## src/rtl/drc_pkg.sv

```systemverilog
package drc_pkg;

  localparam int unsigned DRC_VAL_W   = 32;
  localparam int unsigned DRC_SLP_W   = 28;
  localparam int unsigned DRC_FRAC_W  = 23;
  localparam int unsigned DRC_SEL_W   = 3;
  localparam int unsigned DRC_NUM_REG = 3;

  localparam int DRC_THR_LO_RST_DB = -48;
  localparam int DRC_THR_HI_RST_DB = -12;

  localparam logic [DRC_SEL_W-1:0] DRC_SEL_THR_LO = 3'd0;
  localparam logic [DRC_SEL_W-1:0] DRC_SEL_THR_HI = 3'd1;
  localparam logic [DRC_SEL_W-1:0] DRC_SEL_OFS_LO = 3'd2;
  localparam logic [DRC_SEL_W-1:0] DRC_SEL_OFS_HI = 3'd3;
  localparam logic [DRC_SEL_W-1:0] DRC_SEL_SLP0   = 3'd4;

  typedef enum logic [1:0] {
    RGN_LOW  = 2'd0,
    RGN_MID  = 2'd1,
    RGN_HIGH = 2'd2
  } drc_region_e;

endpackage

```

## src/rtl/drc_coef_bank.sv

```systemverilog
module drc_coef_bank
  import drc_pkg::*;
#(
  parameter int unsigned VAL_W     = DRC_VAL_W,
  parameter int unsigned SLP_W     = DRC_SLP_W,
  parameter int unsigned FRAC_W    = DRC_FRAC_W,
  parameter int unsigned SEL_W     = DRC_SEL_W,
  parameter int unsigned NUM_REG   = DRC_NUM_REG,
  parameter int          THR_LO_DB = DRC_THR_LO_RST_DB,
  parameter int          THR_HI_DB = DRC_THR_HI_RST_DB
) (
  input  logic                              clk,
  input  logic                              rst_n,
  input  logic                              we,
  input  logic [SEL_W-1:0]                  sel,
  input  logic [VAL_W-1:0]                  wdata,
  output logic signed [VAL_W-1:0]           thr_lo,
  output logic signed [VAL_W-1:0]           thr_hi,
  output logic signed [VAL_W-1:0]           ofs_lo,
  output logic signed [VAL_W-1:0]           ofs_hi,
  output logic [NUM_REG-1:0][SLP_W-1:0]     slope,
  output logic                              err
);

  localparam logic signed [VAL_W-1:0] THR_LO_RST =
    VAL_W'(longint'(THR_LO_DB) * (longint'(1) << FRAC_W));
  localparam logic signed [VAL_W-1:0] THR_HI_RST =
    VAL_W'(longint'(THR_HI_DB) * (longint'(1) << FRAC_W));

  logic signed [VAL_W-1:0] thr_lo_q, thr_lo_d;
  logic signed [VAL_W-1:0] thr_hi_q, thr_hi_d;
  logic signed [VAL_W-1:0] ofs_lo_q, ofs_lo_d;
  logic signed [VAL_W-1:0] ofs_hi_q, ofs_hi_d;
  logic                    err_q, err_d;
  logic                    bad_cfg;

  // Illegal when a break point is zero or positive, or the two are out of order.
  assign bad_cfg = !thr_lo_q[VAL_W-1] || !thr_hi_q[VAL_W-1] || (thr_lo_q >= thr_hi_q);

  always_comb begin
    thr_lo_d = thr_lo_q;
    thr_hi_d = thr_hi_q;
    ofs_lo_d = ofs_lo_q;
    ofs_hi_d = ofs_hi_q;
    err_d    = err_q | bad_cfg;
    if (we) begin
      case (sel)
        DRC_SEL_THR_LO: thr_lo_d = wdata;
        DRC_SEL_THR_HI: thr_hi_d = wdata;
        DRC_SEL_OFS_LO: ofs_lo_d = wdata;
        DRC_SEL_OFS_HI: ofs_hi_d = wdata;
        default: ;
      endcase
    end
  end

  always_ff @(posedge clk or negedge rst_n) begin
    if (!rst_n) begin
      thr_lo_q <= THR_LO_RST;
      thr_hi_q <= THR_HI_RST;
      ofs_lo_q <= '0;
      ofs_hi_q <= '0;
      err_q    <= 1'b0;
    end else begin
      thr_lo_q <= thr_lo_d;
      thr_hi_q <= thr_hi_d;
      ofs_lo_q <= ofs_lo_d;
      ofs_hi_q <= ofs_hi_d;
      err_q    <= err_d;
    end
  end

  for (genvar g = 0; g < NUM_REG; g++) begin : g_slope
    logic             slp_we;
    logic [SLP_W-1:0] slp_q, slp_d;

    assign slp_we = we && (sel == DRC_SEL_SLP0 + SEL_W'(g));

    always_comb begin
      slp_d = slp_q;
      if (slp_we) slp_d = wdata[SLP_W-1:0];
    end

    always_ff @(posedge clk or negedge rst_n) begin
      if (!rst_n) slp_q <= '0;
      else        slp_q <= slp_d;
    end

    assign slope[g] = slp_q;
  end

  assign thr_lo = thr_lo_q;
  assign thr_hi = thr_hi_q;
  assign ofs_lo = ofs_lo_q;
  assign ofs_hi = ofs_hi_q;
  assign err    = err_q;

endmodule

```

## src/rtl/drc_region_sel.sv

```systemverilog
module drc_region_sel
  import drc_pkg::*;
#(
  parameter int unsigned VAL_W   = DRC_VAL_W,
  parameter int unsigned SLP_W   = DRC_SLP_W,
  parameter int unsigned NUM_REG = DRC_NUM_REG
) (
  input  logic                          clk,
  input  logic                          rst_n,
  input  logic                          in_valid,
  input  logic signed [VAL_W-1:0]       level,
  input  logic signed [VAL_W-1:0]       thr_lo,
  input  logic signed [VAL_W-1:0]       thr_hi,
  input  logic signed [VAL_W-1:0]       ofs_lo,
  input  logic signed [VAL_W-1:0]       ofs_hi,
  input  logic [NUM_REG-1:0][SLP_W-1:0] slope,
  output logic                          s1_valid,
  output logic [VAL_W:0]                s1_diff,
  output logic [VAL_W-1:0]              s1_ofs,
  output logic [SLP_W-1:0]              s1_slope,
  output drc_region_e                   s1_region
);

  logic              below_lo, below_hi;
  drc_region_e       region_d, region_q;
  logic [VAL_W-1:0]  anchor;
  logic [VAL_W-1:0]  ofs_d, ofs_q;
  logic [SLP_W-1:0]  slp_d, slp_q;
  logic [VAL_W:0]    diff_d, diff_q;
  logic              valid_q;

  assign below_lo = level < thr_lo;
  assign below_hi = level < thr_hi;

  always_comb begin
    if (below_lo) begin
      region_d = RGN_LOW;
      anchor   = thr_lo;
      ofs_d    = ofs_lo;
      slp_d    = slope[0];
    end else if (below_hi) begin
      region_d = RGN_MID;
      anchor   = thr_lo;
      ofs_d    = ofs_lo;
      slp_d    = slope[1];
    end else begin
      region_d = RGN_HIGH;
      anchor   = thr_hi;
      ofs_d    = ofs_hi;
      slp_d    = slope[2];
    end
    diff_d = {level[VAL_W-1], level} - {anchor[VAL_W-1], anchor};
  end

  always_ff @(posedge clk or negedge rst_n) begin
    if (!rst_n) begin
      valid_q  <= 1'b0;
      region_q <= RGN_LOW;
      diff_q   <= '0;
      ofs_q    <= '0;
      slp_q    <= '0;
    end else begin
      valid_q <= in_valid;
      if (in_valid) begin
        region_q <= region_d;
        diff_q   <= diff_d;
        ofs_q    <= ofs_d;
        slp_q    <= slp_d;
      end
    end
  end

  assign s1_valid  = valid_q;
  assign s1_diff   = diff_q;
  assign s1_ofs    = ofs_q;
  assign s1_slope  = slp_q;
  assign s1_region = region_q;

endmodule

```

## src/rtl/drc_mac_sat.sv

```systemverilog
module drc_mac_sat
  import drc_pkg::*;
#(
  parameter int unsigned VAL_W  = DRC_VAL_W,
  parameter int unsigned SLP_W  = DRC_SLP_W,
  parameter int unsigned FRAC_W = DRC_FRAC_W
) (
  input  logic              clk,
  input  logic              rst_n,
  input  logic              s1_valid,
  input  logic [VAL_W:0]    s1_diff,
  input  logic [VAL_W-1:0]  s1_ofs,
  input  logic [SLP_W-1:0]  s1_slope,
  input  drc_region_e       s1_region,
  output logic              s2_valid,
  output logic [VAL_W-1:0]  s2_gain,
  output drc_region_e       s2_region
);

  localparam int unsigned PROD_W = VAL_W + 1 + SLP_W;
  localparam int unsigned TOP_W  = PROD_W - VAL_W + 1;
  localparam logic signed [PROD_W-1:0] RND_HALF = PROD_W'(1) << (FRAC_W - 1);
  localparam logic [VAL_W-1:0] POS_RAIL = {1'b0, {(VAL_W-1){1'b1}}};
  localparam logic [VAL_W-1:0] NEG_RAIL = {1'b1, {(VAL_W-1){1'b0}}};

  logic [PROD_W-1:0]        diff_x, slp_x, ofs_x;
  logic signed [PROD_W-1:0] prod, rnd, shf, sum;
  logic [TOP_W-1:0]         top_bits;
  logic                     in_range;
  logic [VAL_W-1:0]         gain_d, gain_q;
  logic                     valid_q;
  drc_region_e              region_q;

  assign diff_x = {{SLP_W{s1_diff[VAL_W]}}, s1_diff};
  assign slp_x  = {{(VAL_W+1){s1_slope[SLP_W-1]}}, s1_slope};
  assign ofs_x  = {{(PROD_W-VAL_W){s1_ofs[VAL_W-1]}}, s1_ofs};

  always_comb begin
    prod     = $signed(diff_x) * $signed(slp_x);
    rnd      = prod + RND_HALF;
    shf      = rnd >>> FRAC_W;
    sum      = shf + $signed(ofs_x);
    top_bits = sum[PROD_W-1:VAL_W-1];
    in_range = (&top_bits) || !(|top_bits);
    if (in_range)             gain_d = sum[VAL_W-1:0];
    else if (sum[PROD_W-1])   gain_d = NEG_RAIL;
    else                      gain_d = POS_RAIL;
  end

  always_ff @(posedge clk or negedge rst_n) begin
    if (!rst_n) begin
      valid_q  <= 1'b0;
      gain_q   <= '0;
      region_q <= RGN_LOW;
    end else begin
      valid_q <= s1_valid;
      if (s1_valid) begin
        gain_q   <= gain_d;
        region_q <= s1_region;
      end
    end
  end

  assign s2_valid  = valid_q;
  assign s2_gain   = gain_q;
  assign s2_region = region_q;

endmodule

```

## src/rtl/drc_gain_curve.sv

```systemverilog
module drc_gain_curve
  import drc_pkg::*;
#(
  parameter int unsigned VAL_W   = DRC_VAL_W,
  parameter int unsigned SLP_W   = DRC_SLP_W,
  parameter int unsigned FRAC_W  = DRC_FRAC_W,
  parameter int unsigned SEL_W   = DRC_SEL_W,
  parameter int unsigned NUM_REG = DRC_NUM_REG
) (
  input  logic             clk,
  input  logic             rst_n,
  input  logic             cfg_we,
  input  logic [SEL_W-1:0] cfg_sel,
  input  logic [VAL_W-1:0] cfg_data,
  input  logic             in_valid,
  input  logic [VAL_W-1:0] in_level,
  output logic             out_valid,
  output logic [VAL_W-1:0] out_gain,
  output logic [1:0]       out_region,
  output logic             param_error
);

  logic [1:0] rst_pipe_q;
  logic       rst_sync_n;

  always_ff @(posedge clk or negedge rst_n) begin
    if (!rst_n) rst_pipe_q <= '0;
    else        rst_pipe_q <= {rst_pipe_q[0], 1'b1};
  end
  assign rst_sync_n = rst_pipe_q[1];

  logic signed [VAL_W-1:0]       thr_lo, thr_hi, ofs_lo, ofs_hi;
  logic [NUM_REG-1:0][SLP_W-1:0] slope;
  logic                          err;

  drc_coef_bank #(
    .VAL_W(VAL_W), .SLP_W(SLP_W), .FRAC_W(FRAC_W), .SEL_W(SEL_W), .NUM_REG(NUM_REG)
  ) i_coef (
    .clk(clk), .rst_n(rst_sync_n), .we(cfg_we), .sel(cfg_sel), .wdata(cfg_data),
    .thr_lo(thr_lo), .thr_hi(thr_hi), .ofs_lo(ofs_lo), .ofs_hi(ofs_hi),
    .slope(slope), .err(err)
  );

  logic              s1_valid;
  logic [VAL_W:0]    s1_diff;
  logic [VAL_W-1:0]  s1_ofs;
  logic [SLP_W-1:0]  s1_slope;
  drc_region_e       s1_region;

  drc_region_sel #(
    .VAL_W(VAL_W), .SLP_W(SLP_W), .NUM_REG(NUM_REG)
  ) i_sel (
    .clk(clk), .rst_n(rst_sync_n), .in_valid(in_valid), .level(in_level),
    .thr_lo(thr_lo), .thr_hi(thr_hi), .ofs_lo(ofs_lo), .ofs_hi(ofs_hi), .slope(slope),
    .s1_valid(s1_valid), .s1_diff(s1_diff), .s1_ofs(s1_ofs),
    .s1_slope(s1_slope), .s1_region(s1_region)
  );

  logic             s2_valid;
  logic [VAL_W-1:0] s2_gain;
  drc_region_e      s2_region;

  drc_mac_sat #(
    .VAL_W(VAL_W), .SLP_W(SLP_W), .FRAC_W(FRAC_W)
  ) i_mac (
    .clk(clk), .rst_n(rst_sync_n), .s1_valid(s1_valid), .s1_diff(s1_diff),
    .s1_ofs(s1_ofs), .s1_slope(s1_slope), .s1_region(s1_region),
    .s2_valid(s2_valid), .s2_gain(s2_gain), .s2_region(s2_region)
  );

  assign out_valid   = s2_valid;
  assign out_gain    = err ? '0 : s2_gain;
  assign out_region  = s2_region;
  assign param_error = err;

endmodule

```

## config.mk

```make
export PLATFORM = sky130hd
export DESIGN_NAME = drc_gain_curve
export DESIGN_NICKNAME = d
export VERILOG_FILES = /design/src/rtl/drc_pkg.sv /design/src/rtl/drc_coef_bank.sv /design/src/rtl/drc_region_sel.sv /design/src/rtl/drc_mac_sat.sv /design/src/rtl/drc_gain_curve.sv
export SDC_FILE = /design/constraint.sdc
export NUM_CORES = 2
export LEC_CHECK = 0
export ABC_AREA = 1
export BUFFER_PORTS_ARGS = -buffer_cell sky130_fd_sc_hd__buf_2
export CORE_ASPECT_RATIO = 1.1
export CORE_MARGIN = 8
export CORE_UTILIZATION = 35
export DETAILED_ROUTE_END_ITERATION = 10
export SLEW_MARGIN = 20
export SYNTH_ARGS = -nofsm -noshare
export SYNTH_HDL_FRONTEND = slang
export SYNTH_SLANG_ARGS = --single-unit
```

## constraint.sdc

```tcl
create_clock -name clk -period 13.8 [get_ports clk]
set_input_delay 0.69 -clock clk [delete_from_list [all_inputs] [get_ports clk]]
set_output_delay 0.69 -clock clk [all_outputs]
set_load 0.02 [all_outputs]
```

== Word-level counts from Yosys, hierarchy flattened ==
Index checks and enable logic that the tools add are counted.

* Bits in registers: 346
* Bits of input ports: 71

* Add/subtract/negate cells: 3
* $mul: 1
* Muxes and demuxes: 11
* Equality and inequality tests: 6
* Bitwise gates (word level): 1
* Reduce and logical (&&, ||, !) cells: 16
* $lt $le $gt $ge: 3

{| class="wikitable"
|+ Operators with widths
! operator !! number
|-
| 32-bit 2-to-1 mux || 7
|-
| 32-bit < comparator || 2
|-
| 61-bit by 24-bit adder with 61-bit output (second input constant) || 1
|-
| 33-bit by 28-bit multiplier with 61-bit output || 1
|-
| 28-bit 2-to-1 mux || 2
|-
| 38-bit by 32-bit adder with 39-bit output || 1
|-
| 32-bit by 32-bit subtractor with 33-bit output || 1
|-
| 32-bit >= comparator || 1
|-
| 30-bit AND reduction || 1
|-
| 30-bit OR reduction || 1
|-
| 3-bit == test (second input constant) || 3
|-
| 2-bit AND reduction || 4
|-
| 3-bit by 2-bit == test with 1-bit output (second input constant) || 2
|-
| 2-bit 2-to-1 mux || 2
|-
| 3-bit by 1-bit == test with 1-bit output (second input constant) || 1
|-
| 1-bit logical AND || 3
|-
| 1-bit zero test || 3
|-
| 3-bit zero test || 1
|-
| 1-bit logical OR || 3
|-
| 1-bit bitwise OR || 1
|}

== Logic depth before layout (Yosys ltp) ==
* Word-level depth: 7
* Depth in mapped cells: 52
* Mapped depth without buffers: 49

== Cells and area by module ==
From an unflattened synthesis, not the netlist that was laid out.

* Cells, all modules: 7196
* Area total of the unflattened synthesis: 55569.5 sq um

{| class="wikitable"
|+ By module, submodules not included
! module !! times used !! cells an instance !! sequential area each (sq um) !! area each (sq um)
|-
| drc_mac_sat || 1 || 4973 || 875.8 || 38190.4
|-
| drc_coef_bank || 1 || 874 || 5342.6 || 8565.7
|-
| drc_region_sel || 1 || 1279 || 2402.3 || 8485.6
|-
| drc_gain_curve || 1 || 70 || 50.0 || 327.8
|}

== Worst setup path after synthesis ==
Ideal clock, no wire load.

* Path type: register to register
* From: register i_sel.diff_q[32] (netlist: i_sel.s1_diff[32])
* To: register i_mac.gain_q[10] (netlist: i_mac.s2_gain[10])
* Arrival time: 8782 ps
* Required time: 13683 ps
* Setup slack: 4901 ps
* Buffers on the path: 3
* Stages on the path, launching flop included: 45
* Path through: dfrtp_1 > clkbuf_1 > clkbuf_1 > nand2_1 > inv_1 > fa_1 > inv_1 > fa_1 > inv_1 > fa_1 > inv_1 > fa_1 > fa_1 > inv_1 > fa_1 > inv_1 > fa_1 > inv_1 > (+9 left out) > nand2_1 > xor2_1 > ha_1 > nand2_1 > inv_1 > a21oi_1 > nand2_1 > a21oi_1 > nand4_1 > nand2_1 > nand2_1 > nor2_1 > nand2_2 > nand3_2 > buf_6 > nand2_1 > nand2_1 > nand2_1

* Cells in the longest elaborated chain, start to end: 7

{| class="wikitable"
|+ Ends and longest elaborated chain
! element !! RTL line !! text
|-
| from (decl) || drc_region_sel.sv:29 || <nowiki>logic [VAL_W:0] diff_d, diff_q;</nowiki>
|-
| from (signal assigned) || drc_region_sel.sv:66 || <nowiki>diff_q <= diff_d;</nowiki>
|-
| 33-bit by 28-bit multiplier with 61-bit output * || drc_mac_sat.sv:39 || <nowiki>prod = $signed(diff_x) * $signed(slp_x);</nowiki>
|-
| 61-bit by 24-bit adder with 61-bit output * || drc_mac_sat.sv:40 || <nowiki>rnd = prod + RND_HALF;</nowiki>
|-
| 38-bit by 32-bit adder with 39-bit output * || drc_mac_sat.sv:42 || <nowiki>sum = shf + $signed(ofs_x);</nowiki>
|-
| 30-bit OR reduction || drc_mac_sat.sv:44 || <nowiki>in_range = (&top_bits) || !(|top_bits);</nowiki>
|-
| 1-bit zero test || drc_mac_sat.sv:44 ||
|-
| 1-bit logical OR || drc_mac_sat.sv:44 ||
|-
| 32-bit 2-to-1 mux * || drc_mac_sat.sv:45 || <nowiki>if (in_range) gain_d = sum[VAL_W-1:0];</nowiki>
|-
| to (signal assigned) || drc_mac_sat.sv:58 || <nowiki>gain_q <= gain_d;</nowiki>
|-
| to (decl) || drc_mac_sat.sv:30 || <nowiki>logic [VAL_W-1:0] gain_d, gain_q;</nowiki>
|}

Every way passes the cells marked *; elsewhere a longest branch is shown, timed or not.
A chain may end at the register's enable or synchronous reset.

== Worst setup path after layout ==
* From: register i_sel.slp_q[9] (netlist: i_sel.s1_slope[9])
* To: register i_mac.gain_q[12] (netlist: i_mac.s2_gain[12])

* Cells in the longest elaborated chain, start to end: 7

{| class="wikitable"
|+ Ends and longest elaborated chain
! element !! RTL line !! text
|-
| from (decl) || drc_region_sel.sv:28 || <nowiki>logic [SLP_W-1:0] slp_d, slp_q;</nowiki>
|-
| from (signal assigned) || drc_region_sel.sv:68 || <nowiki>slp_q <= slp_d;</nowiki>
|-
| 33-bit by 28-bit multiplier with 61-bit output * || drc_mac_sat.sv:39 ||
|-
| 61-bit by 24-bit adder with 61-bit output * || drc_mac_sat.sv:40 ||
|-
| 38-bit by 32-bit adder with 39-bit output * || drc_mac_sat.sv:42 ||
|-
| 30-bit OR reduction || drc_mac_sat.sv:44 ||
|-
| 1-bit zero test || drc_mac_sat.sv:44 ||
|-
| 1-bit logical OR || drc_mac_sat.sv:44 ||
|-
| 32-bit 2-to-1 mux * || drc_mac_sat.sv:45 ||
|}

Marks and branches as above.

==> results_dict.tcl <==
set metrics [dict create \
    run_status "completed" \
    htree_levels 2 \
    drc 0 \
    clkSinkCount 346 \
    setup_total_negative_slack_ns 0 \
    die_height_um 430.8 \
    vias 44590 \
    worst_slew_margin_rel 0.3328 \
    firstDrtPassIters 7 \
    timing_hold_violations_final 0 \
    biggest_fanout_along_the_worst_timing_path 31 \
    final.min_clock_period_ns 11.15 \
    layout-drive-gt1-share 0.04713 \
    drv_slew 0 \
    final-seq-area_um2 8682 \
    drt-wirelength-per-cell_um 19.34 \
    tritoncts_clock_tree "yes" \
    syn_nets 8406 \
    drtAntennaViolNets 0 \
    dominant_combinational_cell_family_by_area_after_synthesis "adder cells" \
    post_synthesis_async_set_or_reset_flop_share 1.000 \
    grt_pass1_vias 47720 \
    synth_edf_count 0 \
    final.fill_count 16220 \
    cts_setup_buffers 0 \
    maximum_clock_path_buffer_count 3 \
    worstMarginPinSlew_ns 1.001 \
    cts.clk_slew.worst_paths_ns 0.07 \
    yosysWarnings 0 \
    setup.worst_path.start_class "flop" \
    cts-buffers-inserted 38 \
    buffer_ports.inserted 106 \
    synth_compound_gate_area_share 0.07513 \
    synth_cell_type_count 51 \
    initialDrtViolationCount 3523 \
    syn2layout_area_growth_pct 7.072 \
    synth-adder-area-share 0.4311 \
    crit_required_ns 14.27 \
    initial_antenna_violation_count 4 \
    mappedNetlistArea_um2 54740 \
    synth.yosys.seq_area_share 0.1584 \
    hp-class "reg2reg" \
    min_period_over_period 0.8077 \
    fin_util 0.3763 \
    placed_cells_incl_taps 8969 \
    grt_pass1_wl_mm 277.5 \
    final.setup_skew_ns 0.04340 \
    dp_hpwl_mm 137.2 \
    wirelength_mm 174.8 \
    synth_flop_cell "sky130_fd_sc_hd__dfrtp_1" \
    post_synth_and_or_nand_nor_area_fraction 0.1819 \
    cpPeakStageDelay_ns 0.99 \
    timing.max_cap.violations 0 \
    cpMaxStageDelayCell "sky130_fd_sc_hd__fa_1" \
    grt_max_degree 175 \
    post_drt_via_cell_ratio 4.932 \
    fin_worst_hold_slack_ns 0.3640 \
    area_of_the_placeable_core_um2 155800 \
    gp_routability_congestion 0.9583 \
    die-area_um2 169300 \
    clock-root-buffer "sky130_fd_sc_hd__clkbuf_16" \
    floorplan.initialDensity 0.3514 \
    grt_util_all_layers 0.2094 \
    path_common_cell "sky130_fd_sc_hd__nand2_1" \
    post_synthesis_register_bit_count 346 \
    setup_repair_after_global_routing_missed_its_margin "false" \
    post_synth.cell_area_avg_um2 7.795 \
    worstSetupEndpointType "flop" \
    criticalPathCategory "reg2reg" \
    gr-total-overflow 0 \
    design.portCount 107 \
    num_rows 152 \
    layout.nets 8316 \
    layoutNonFillerInstCount 9042 \
    die_width_um 393.1 \
    synth.mux.area_fraction 0 \
    synthCells 7022 \
    cp.arrival_ns 11.62 \
    multiInputGateArea_um2 38540 \
    synthXorXnorAreaFrac 0.01520 \
    clock_latency_ns 0.61 \
    max_freq_mhz 89.71 \
    setup-violations-final 0 \
]
## area by class of cell
class / instances / area share
antenna: 3 / 0.0001281
clock buffer: 51 / 0.01808
clock inverter: 17 / 0.004035
inverter: 1679 / 0.1075
multi-input combinational: 4679 / 0.6575
sequential: 346 / 0.1481
tap: 2079 / 0.04438
timing repair buffer: 188 / 0.02020
## timing repair
| action | CTS | global route |
|---|---|---|
| hold endpoints to repair | 2 | 0 |
| resized for setup | 0 | 0 |
| hold buffers | 1 | 0 |
## through the flow
step           area (µm²)  worst slack (ns)
3_5_place_dp        57250             2.727
5_1_grt             58600             1.917
4_1_cts             58560             2.657
2_1_floorplan       54740             3.460
3_3_place_gp        57250             2.766
6_report            58610             2.653
## synth_stat cells, types with 26 or more instances
master | number | area, µm²
sky130_fd_sc_hd__inv_1 | 1672 | 6276
sky130_fd_sc_hd__clkbuf_1 | 268 | 1006
sky130_fd_sc_hd__a21oi_1 | 220 | 1101
sky130_fd_sc_hd__nand3_1 | 130 | 650.6
sky130_fd_sc_hd__xnor2_1 | 41 | 359.1
sky130_fd_sc_hd__nor2_1 | 260 | 975.9
sky130_fd_sc_hd__ha_1 | 358 | 4479
sky130_fd_sc_hd__nand4_1 | 32 | 200.2
sky130_fd_sc_hd__fa_1 | 955 | 19120
sky130_fd_sc_hd__xor2_1 | 54 | 473.0
sky130_fd_sc_hd__dfrtp_1 | 336 | 8408
sky130_fd_sc_hd__nand2_1 | 1967 | 7383
sky130_fd_sc_hd__buf_1 | 26 | 97.59
sky130_fd_sc_hd__nor3_1 | 26 | 130.1
sky130_fd_sc_hd__o21ai_0 | 407 | 2037
sky130_fd_sc_hd__o21ai_1 | 32 | 160.2
## cell usage in the layout, fill, tap and decap left out, types with 8 or more instances in the layout
master	count
sky130_fd_sc_hd__o21ai_0	407
sky130_fd_sc_hd__nand4_1	32
sky130_fd_sc_hd__clkbuf_16	38
sky130_fd_sc_hd__fa_1	955
sky130_fd_sc_hd__o21a_1	12
sky130_fd_sc_hd__nor4_1	11
sky130_fd_sc_hd__nand2_1	1962
sky130_fd_sc_hd__a21oi_1	220
sky130_fd_sc_hd__xnor2_1	41
sky130_fd_sc_hd__xor2_1	54
sky130_fd_sc_hd__dfrtp_1	329
sky130_fd_sc_hd__buf_4	80
sky130_fd_sc_hd__dfstp_2	10
sky130_fd_sc_hd__nand2_2	11
sky130_fd_sc_hd__a211oi_1	8
sky130_fd_sc_hd__nand3_1	129
sky130_fd_sc_hd__or2_2	24
sky130_fd_sc_hd__nor2_1	260
sky130_fd_sc_hd__a21o_1	17
sky130_fd_sc_hd__ha_1	358
sky130_fd_sc_hd__nor3_1	26
sky130_fd_sc_hd__o21ai_1	32
sky130_fd_sc_hd__buf_2	105
sky130_fd_sc_hd__nand3b_1	25
sky130_fd_sc_hd__inv_1	1672
sky130_fd_sc_hd__a31oi_1	25
sky130_fd_sc_hd__o21bai_1	18
## state kept, by name (all words and copies together), names as in the netlist, 2 cells and up
register and flops:
i_coef.g_slope.slp_q 84, i_coef.ofs_hi 32, i_coef.ofs_lo 32, i_coef.thr_hi 32
i_coef.thr_lo 32, i_mac.s2_gain 32, i_mac.s2_region 2, i_sel.s1_diff 33
i_sel.s1_ofs 32, i_sel.s1_region 2, i_sel.s1_slope 28, rst_pipe_q 2
## path summary, 6_finish.rpt
path / startpoint / end / slack, ns / cells after the start
setup / recovery: i_sel.s1_slope[9] / i_mac.s2_gain[12] / 2.65 / 41
hold / removal: rst_pipe_q[0] / rst_pipe_q[1] / 0.36 / 0
setup reg to reg: i_sel.s1_slope[9] / i_mac.s2_gain[12] / 2.65 / 41
hold reg to reg: rst_pipe_q[0] / rst_pipe_q[1] / 0.36 / 0
max in group asynchronous: rst_pipe_q[1] / i_sel.s1_diff[2] / 11.13 / 3
min in group asynchronous: rst_pipe_q[1] / i_coef.ofs_hi[28] / 0.39 / 0
## kinds of logic (layout without fill, tap and decap cells)
group	after synthesis	in the layout
AO/OA/AOI/OAI	768	768
AND/OR/NAND/NOR	2502	2502
other	1	4
adder cells (fa/ha/maj)	1313	1313
flip-flops	346	346
buffers and inverters	1997	1935
XOR/XNOR	95	95
## worst max-delay path: cells and delay by family (launching register included)
| kind | cells | cell delay (ns) |
|---|---|---|
| adders and majority gates | 10 | 5.26 |
| and+or+nand+nor | 22 | 3.48 |
| buffers and inverters | 7 | 0.96 |
| DFF | 1 | 0.95 |
| AOI/OAI and AO/OA | 1 | 0.23 |
| xor gates and xnor gates | 1 | 0.10 |
## per-layer routing
| metal | global-route usage | vias up | part of all wire |
|---|---|---|---|
| met5 | 0 | - | 0.000074 |
| met4 | 0.07660 | 2 | 0.044 |
| met3 | 0.02886 | 363 | 0.064 |
| met2 | 0.3566 | 1452 | 0.48 |
| li1 | - | 20490 | - |
| met1 | 0.2711 | 22290 | 0.41 |
Power is left out: the tool's default activity adds up to more than one toggle a clock period on the data nets, which glitch-free logic cannot reach.
